<file path="src/rtl/seg_xlate_pkg.sv">
package seg_xlate_pkg;
  localparam int ADDR_W  = 32;
  localparam int SEL_W   = 16;
  localparam int TLIM_W  = 16;
  localparam int WORD_W  = 32;
  localparam int AR_W    = 8;
  localparam int RAWL_W  = 20;
  localparam int PAGE_SH = 12;
  localparam int SEG_SH  = 4;
  localparam int NTBL    = 2;

  typedef struct packed {
    logic [ADDR_W-1:0] base;
    logic [ADDR_W-1:0] limit;
    logic [AR_W-1:0]   ar;
    logic              big;
  } seg_info_t;

  // shifted-segment rule, wraps modulo 2^ADDR_W
  function automatic logic [ADDR_W-1:0] seg_shift_addr(input logic [SEL_W-1:0] s,
                                                       input logic [ADDR_W-1:0] off);
    logic [ADDR_W-1:0] sb;
    sb = ADDR_W'({s, SEG_SH'(0)});
    return sb + off;
  endfunction

  // descriptor byte offset inside its table
  function automatic logic [SEL_W-1:0] sel_byte_off(input logic [SEL_W-1:0] s);
    return s & 16'hFFF8;
  endfunction

  // unpack two descriptor words (lo at +0, hi at +4)
  function automatic seg_info_t desc_unpack(input logic [WORD_W-1:0] lo,
                                            input logic [WORD_W-1:0] hi);
    seg_info_t         d;
    logic [RAWL_W-1:0] raw;
    raw     = {hi[19:16], lo[15:0]};
    d.ar    = hi[15:8];
    d.base  = {hi[31:24], hi[7:0], lo[31:16]};
    d.limit = hi[23] ? {raw, {PAGE_SH{1'b1}}} : ADDR_W'(raw);
    d.big   = hi[22];
    return d;
  endfunction
endpackage

</file>
<file path="src/rtl/seg_sel_check.sv">
module seg_sel_check
  import seg_xlate_pkg::*;
(
  input  logic [SEL_W-1:0]  sel,
  input  logic [ADDR_W-1:0] gdt_base,
  input  logic [TLIM_W-1:0] gdt_limit,
  input  logic [SEL_W-1:0]  ldt_sel,
  input  logic [ADDR_W-1:0] ldt_base,
  input  logic [TLIM_W-1:0] ldt_limit,
  output logic              sel_ok,
  output logic [ADDR_W-1:0] desc_addr
);
  logic [SEL_W-1:0]  boff;
  logic [SEL_W:0]    last_byte;
  logic              tsel;
  logic [NTBL-1:0]   tbl_ok;
  logic [ADDR_W-1:0] tbl_addr [NTBL];
  logic [ADDR_W-1:0] tbase    [NTBL];
  logic [TLIM_W-1:0] tlim     [NTBL];
  logic [NTBL-1:0]   tvalid;

  assign boff      = sel_byte_off(sel);
  assign last_byte = {1'b0, boff} + 17'd7;
  assign tsel      = sel[2];

  // slot 0: global table (null selector banned); slot 1: local table (needs a loaded selector)
  assign tbase[0]  = gdt_base;
  assign tlim[0]   = gdt_limit;
  assign tvalid[0] = (boff != '0);
  assign tbase[1]  = ldt_base;
  assign tlim[1]   = ldt_limit;
  assign tvalid[1] = (ldt_sel != '0);

  for (genvar t = 0; t < NTBL; t++) begin : g_tbl
    assign tbl_ok[t]   = tvalid[t] && (last_byte <= {1'b0, tlim[t]});
    assign tbl_addr[t] = tbase[t] + ADDR_W'(boff);
  end

  assign sel_ok    = tbl_ok[tsel];
  assign desc_addr = tbl_addr[tsel];
endmodule

</file>
<file path="src/rtl/seg_rd_seq.sv">
module seg_rd_seq
  import seg_xlate_pkg::*;
(
  input  logic              clk,
  input  logic              rst_n,
  input  logic              launch,
  input  logic [ADDR_W-1:0] desc_addr,
  input  logic              mem_ack,
  input  logic [WORD_W-1:0] mem_rdata,
  output logic              mem_req,
  output logic [ADDR_W-1:0] mem_addr,
  output logic [WORD_W-1:0] lo_word,
  output logic [WORD_W-1:0] hi_word,
  output logic              fetch_done,
  output logic              in_second,
  output logic              busy
);
  typedef enum logic [1:0] {S_IDLE, S_FIRST, S_SECOND} rd_st_t;
  rd_st_t            st;
  logic [ADDR_W-1:0] addr_q;
  logic [WORD_W-1:0] lo_q;

  always_ff @(posedge clk) begin
    if (!rst_n) begin
      st     <= S_IDLE;
      addr_q <= '0;
      lo_q   <= '0;
    end else begin
      unique case (st)
        S_IDLE: if (launch) begin
          addr_q <= desc_addr;
          st     <= S_FIRST;
        end
        S_FIRST: if (mem_ack) begin
          lo_q   <= mem_rdata;
          addr_q <= addr_q + ADDR_W'(4);
          st     <= S_SECOND;
        end
        S_SECOND: if (mem_ack) st <= S_IDLE;
        default: st <= S_IDLE;
      endcase
    end
  end

  assign mem_req    = (st != S_IDLE);
  assign mem_addr   = addr_q;
  assign busy       = (st != S_IDLE);
  assign in_second  = (st == S_SECOND);
  assign fetch_done = in_second && mem_ack;
  assign lo_word    = lo_q;
  assign hi_word    = mem_rdata;
endmodule

</file>
<file path="src/rtl/seg_desc_unpack.sv">
module seg_desc_unpack
  import seg_xlate_pkg::*;
(
  input  logic [WORD_W-1:0] lo_word,
  input  logic [WORD_W-1:0] hi_word,
  output seg_info_t         info
);
  assign info = desc_unpack(lo_word, hi_word);
endmodule

</file>
<file path="src/rtl/seg_xlate.sv">
module seg_xlate
  import seg_xlate_pkg::*;
(
  input  logic              clk,
  input  logic              rst_n,
  input  logic              start,
  input  logic [SEL_W-1:0]  sel,
  input  logic [ADDR_W-1:0] offset,
  input  logic              prot_en,
  input  logic              v86_en,
  input  logic [ADDR_W-1:0] gdt_base,
  input  logic [TLIM_W-1:0] gdt_limit,
  input  logic [SEL_W-1:0]  ldt_sel,
  input  logic [ADDR_W-1:0] ldt_base,
  input  logic [TLIM_W-1:0] ldt_limit,
  output logic              busy,
  output logic              done,
  output logic [ADDR_W-1:0] lin_addr,
  output logic [ADDR_W-1:0] seg_base,
  output logic [ADDR_W-1:0] seg_limit,
  output logic [AR_W-1:0]   seg_ar,
  output logic              fallback,
  output logic              big32,
  output logic              mem_req,
  output logic [ADDR_W-1:0] mem_addr,
  input  logic              mem_ack,
  input  logic [WORD_W-1:0] mem_rdata
);
  // named internal events
  logic              real_mode;
  logic              accept;
  logic              sel_ok;
  logic              launch;
  logic              quick;
  logic              fetch_done;
  logic              seq_in_second;
  logic [ADDR_W-1:0] desc_addr;
  logic [WORD_W-1:0] lo_word;
  logic [WORD_W-1:0] hi_word;
  logic [ADDR_W-1:0] off_q;
  seg_info_t         info;

  assign real_mode = !prot_en || v86_en;
  assign accept    = start && !busy;
  assign launch    = accept && !real_mode && sel_ok;
  assign quick     = accept && (real_mode || !sel_ok);

  seg_sel_check u_chk_sel (
    .sel       (sel),
    .gdt_base  (gdt_base),
    .gdt_limit (gdt_limit),
    .ldt_sel   (ldt_sel),
    .ldt_base  (ldt_base),
    .ldt_limit (ldt_limit),
    .sel_ok    (sel_ok),
    .desc_addr (desc_addr)
  );

  seg_rd_seq u_seq (
    .clk        (clk),
    .rst_n      (rst_n),
    .launch     (launch),
    .desc_addr  (desc_addr),
    .mem_ack    (mem_ack),
    .mem_rdata  (mem_rdata),
    .mem_req    (mem_req),
    .mem_addr   (mem_addr),
    .lo_word    (lo_word),
    .hi_word    (hi_word),
    .fetch_done (fetch_done),
    .in_second  (seq_in_second),
    .busy       (busy)
  );

  seg_desc_unpack u_unpack (
    .lo_word (lo_word),
    .hi_word (hi_word),
    .info    (info)
  );

  always_ff @(posedge clk) begin
    if (!rst_n) begin
      off_q     <= '0;
      done      <= 1'b0;
      lin_addr  <= '0;
      seg_base  <= '0;
      seg_limit <= '0;
      seg_ar    <= '0;
      fallback  <= 1'b0;
      big32     <= 1'b0;
    end else begin
      done <= 1'b0;
      if (launch) off_q <= offset;
      if (quick) begin
        done      <= 1'b1;
        lin_addr  <= seg_shift_addr(sel, offset);
        seg_base  <= seg_shift_addr(sel, '0);
        seg_limit <= ADDR_W'(16'hFFFF);
        seg_ar    <= '0;
        fallback  <= !real_mode;
        big32     <= 1'b0;
      end else if (fetch_done) begin
        done      <= 1'b1;
        lin_addr  <= info.base + off_q;
        seg_base  <= info.base;
        seg_limit <= info.limit;
        seg_ar    <= info.ar;
        fallback  <= 1'b0;
        big32     <= info.big;
      end
    end
  end
endmodule

</file>
<file path="config.mk">
export PLATFORM = sky130hd
export DESIGN_NAME = seg_xlate
export DESIGN_NICKNAME = d
export VERILOG_FILES = /design/src/rtl/seg_xlate_pkg.sv /design/src/rtl/seg_sel_check.sv /design/src/rtl/seg_rd_seq.sv /design/src/rtl/seg_desc_unpack.sv /design/src/rtl/seg_xlate.sv
export SDC_FILE = /design/constraint.sdc
export NUM_CORES = 1
export LEC_CHECK = 0
export ABC_AREA = 1
export BUFFER_PORTS_ARGS = -buffer_cell sky130_fd_sc_hd__buf_2
export CORE_MARGIN = 2
export CORE_UTILIZATION = 45
export DETAILED_ROUTE_END_ITERATION = 10
export PLACE_DENSITY = 0.65
export SLEW_MARGIN = 20
export SYNTH_ARGS = -nofsm -noshare
export SYNTH_HDL_FRONTEND = slang
export SYNTH_HIERARCHICAL = 1
export SYNTH_SLANG_ARGS = --single-unit
</file>
<file path="constraint.sdc">
create_clock -name clk -period 5.2 [get_ports clk]
set_input_delay 0.78 -clock clk [delete_from_list [all_inputs] [get_ports clk]]
set_output_delay 0.78 -clock clk [all_outputs]
set_load 0.005 [all_outputs]
</file>
==> results.py <==
metrics = {
    "setup_path": {
        "worst_setup_path_end_kind": "flop",
        "cp.required_ps": 5570,
        "worst-path-max-fanout": 42,
        "startpoint_type": "input port",
        "path_class": "in2reg",
        "crit_start": "sel[15]",
        "worstReg2RegStart": "u_seq/st[1]",
        "arrival_ps": 3840,
    },
    "logic_synthesis": {
        "syn_inst": 2680,
        "yosys_warnings": 6,
        "syn_area_um2": 16200,
        "syn-mean-instance-area_um2": 6.04,
        "synth_nets": 2968,
    },
    "cells_and_area": {
        "regArea_um2": 4100,
        "area_growth_pct": 13.6,
        "layout_common_cells": "nand2_1, buf_2, inv_1",
        "mostFrequentLayoutCell": "nand2_1",
        "final_layout_size_suffix_gt1_share_pct": 17.7,
        "fillers": 3847,
        "multi_input_area_um2": 9850,
        "final_nets": 3184,
    },
    "place": {
        "io_buffers": 338,
        "place.gp.congestion": 1.00,
        "place_hpwl_um": 47100,
        "dp_slack_ps": 1270,
    },
    "routing": {
        "via_per_inst": 5.21,
        "final_antenna_net_count": 0,
        "initialDrtViolationCount": 1263,
        "vias": 17600,
        "wl_um": 58900,
        "route.detailed.drc": 0,
        "wire_per_inst_um": 17.5,
        "drt_pass1_iterations": 6,
    },
    "clock_network": {
        "cts_tree": "built",
        "cts_hold_buf": 0,
        "cts_sinks": 205,
        "clk_latency_ps": 520,
        "cts_resized": 0,
        "clk_pin_slew_ps": 60,
        "clockRootBuffer": "clkbuf_16",
        "clk_path_buf_depth": 3,
        "h-tree-depth": 1,
        "numCtsBuffers": 24,
        "cts_setup_buffers": 0,
    },
    "sta": {
        "period_share_pct": 66.6,
        "max_slew.worst_pin.slew_ps": 827,
        "slew_violations": 0,
        "fmax_mhz": 289,
        "period_needed_ps": 3460,
        "final_hold_viol_count": 0,
        "rsz0062_at_grt": "false",
        "setup_ws_ps": 1740,
        "setup_viol": 0,
        "tns_ps": 0,
        "relSlewSlack_pct": 44.8,
        "skew_ps": 13.5,
    },
    "run_status": {
        "status": "complete, no violations",
    },
    "floorplanning": {
        "design.core.area_um2": 35500,
        "die_width_um": 194,
        "start_util_pct": 45.6,
        "die-area_um2": 37500,
        "num_rows": 69,
        "die_h_um": 194,
        "boundaryPins": 339,
    },
    "global_route": {
        "grt_antenna_before_repair": 5,
        "gr-usage-all-layers_pct": 30.3,
        "grt_first_pass_wirelength_um": 90700,
        "first_global_vias": 16400,
        "gr-total-overflow": 0,
        "grt_max_degree": 67,
    },
    "power_and_ir_drop": {
        "leakagePower_nw": 9.76,
        "ir_drop_v": 0.000272,
        "p_per_area_nw_per_um2": 242,
    },
    "worst_hold_path": {
        "hp-start": "seg_base[25]",
        "hp-class": "reg2reg",
    },
    "run": {
        "maxCapViolations": 0,
    },
}
[routing by layer]
| metal | vias up | share of wire, % | track usage, % |
|---|---|---|---|
| met5 | - | 0.075 | 0 |
| met3 | 111 | 6.9 | 4.73 |
| met4 | 6 | 4.0 | 11.1 |
| li1 | 8839 | - | - |
| met1 | 7972 | 43 | 39.0 |
| met2 | 641 | 46 | 51.3 |
[worst max-delay path: stages]
cell	delay (ps)
buf_2	170
ha_1	320
nand3_1	90
nor3_1	300
nand4_1	130
nand2_1	90
nand2_1	60
nand2_1	200
nand3_2	140
nor3_4	140
nand2_1	150
nand2_2	550
inv_2	350
o21ai_0	250
a21oi_1	90
[flip-flops by register name, summed over array words and instances (netlist names)]
register        count
u_seq/lo_word      32
big32               1
lin_addr           32
done                1
seg_ar              8
seg_limit          32
u_seq/mem_addr     32
seg_base           32
off_q              32
fallback            1
u_seq/st            2
[worst paths after layout]
path | endpoint | slack (ps) | depth (start not counted)
max | u_seq/mem_addr[7] | 1740 | 15
min | seg_base[25] | 460 | 2
max reg2reg | u_seq/mem_addr[2] | 2410 | 8
min reg2reg | seg_base[25] | 460 | 2
[where the power goes]
part           switching, mW  leakage (nW)  total, mW  internal [mW]
logic                  0.652          7.69       1.00          0.349
registers             0.0650          1.67       1.71           1.64
clock network          0.682         0.393       1.73           1.05
total                   1.40          9.76       4.44           3.04
[layout make-up]
type,instances,area share [%]
antenna,2,0.0272
clock buffer,31,3.63
multi-input combinational,1979,53.5
inverter,338,6.94
sequential,205,22.3
timing repair buffer,348,9.67
clock inverter,11,0.735
tap,461,3.14
[stage by stage]
| stage | hold slack, ps | power (mW) | util [%] | cell area (µm²) | instances |
|---|---|---|---|---|---|
| 2_1_floorplan | 441 | 2.36 | - | 16200 | 2680 |
| 3_3_place_gp | 446 | 2.73 | 49.6 | 17600 | 3331 |
| 3_5_place_dp | 455 | 2.74 | 49.6 | 17600 | 3331 |
| 4_1_cts | 464 | 4.47 | 51.8 | 18400 | 3373 |
| 5_1_grt | 476 | 4.65 | 51.8 | 18400 | 3373 |
| 6_report | 461 | 4.44 | 51.8 | 18400 | 3375 |
Power figures use the tool's default switching activity.
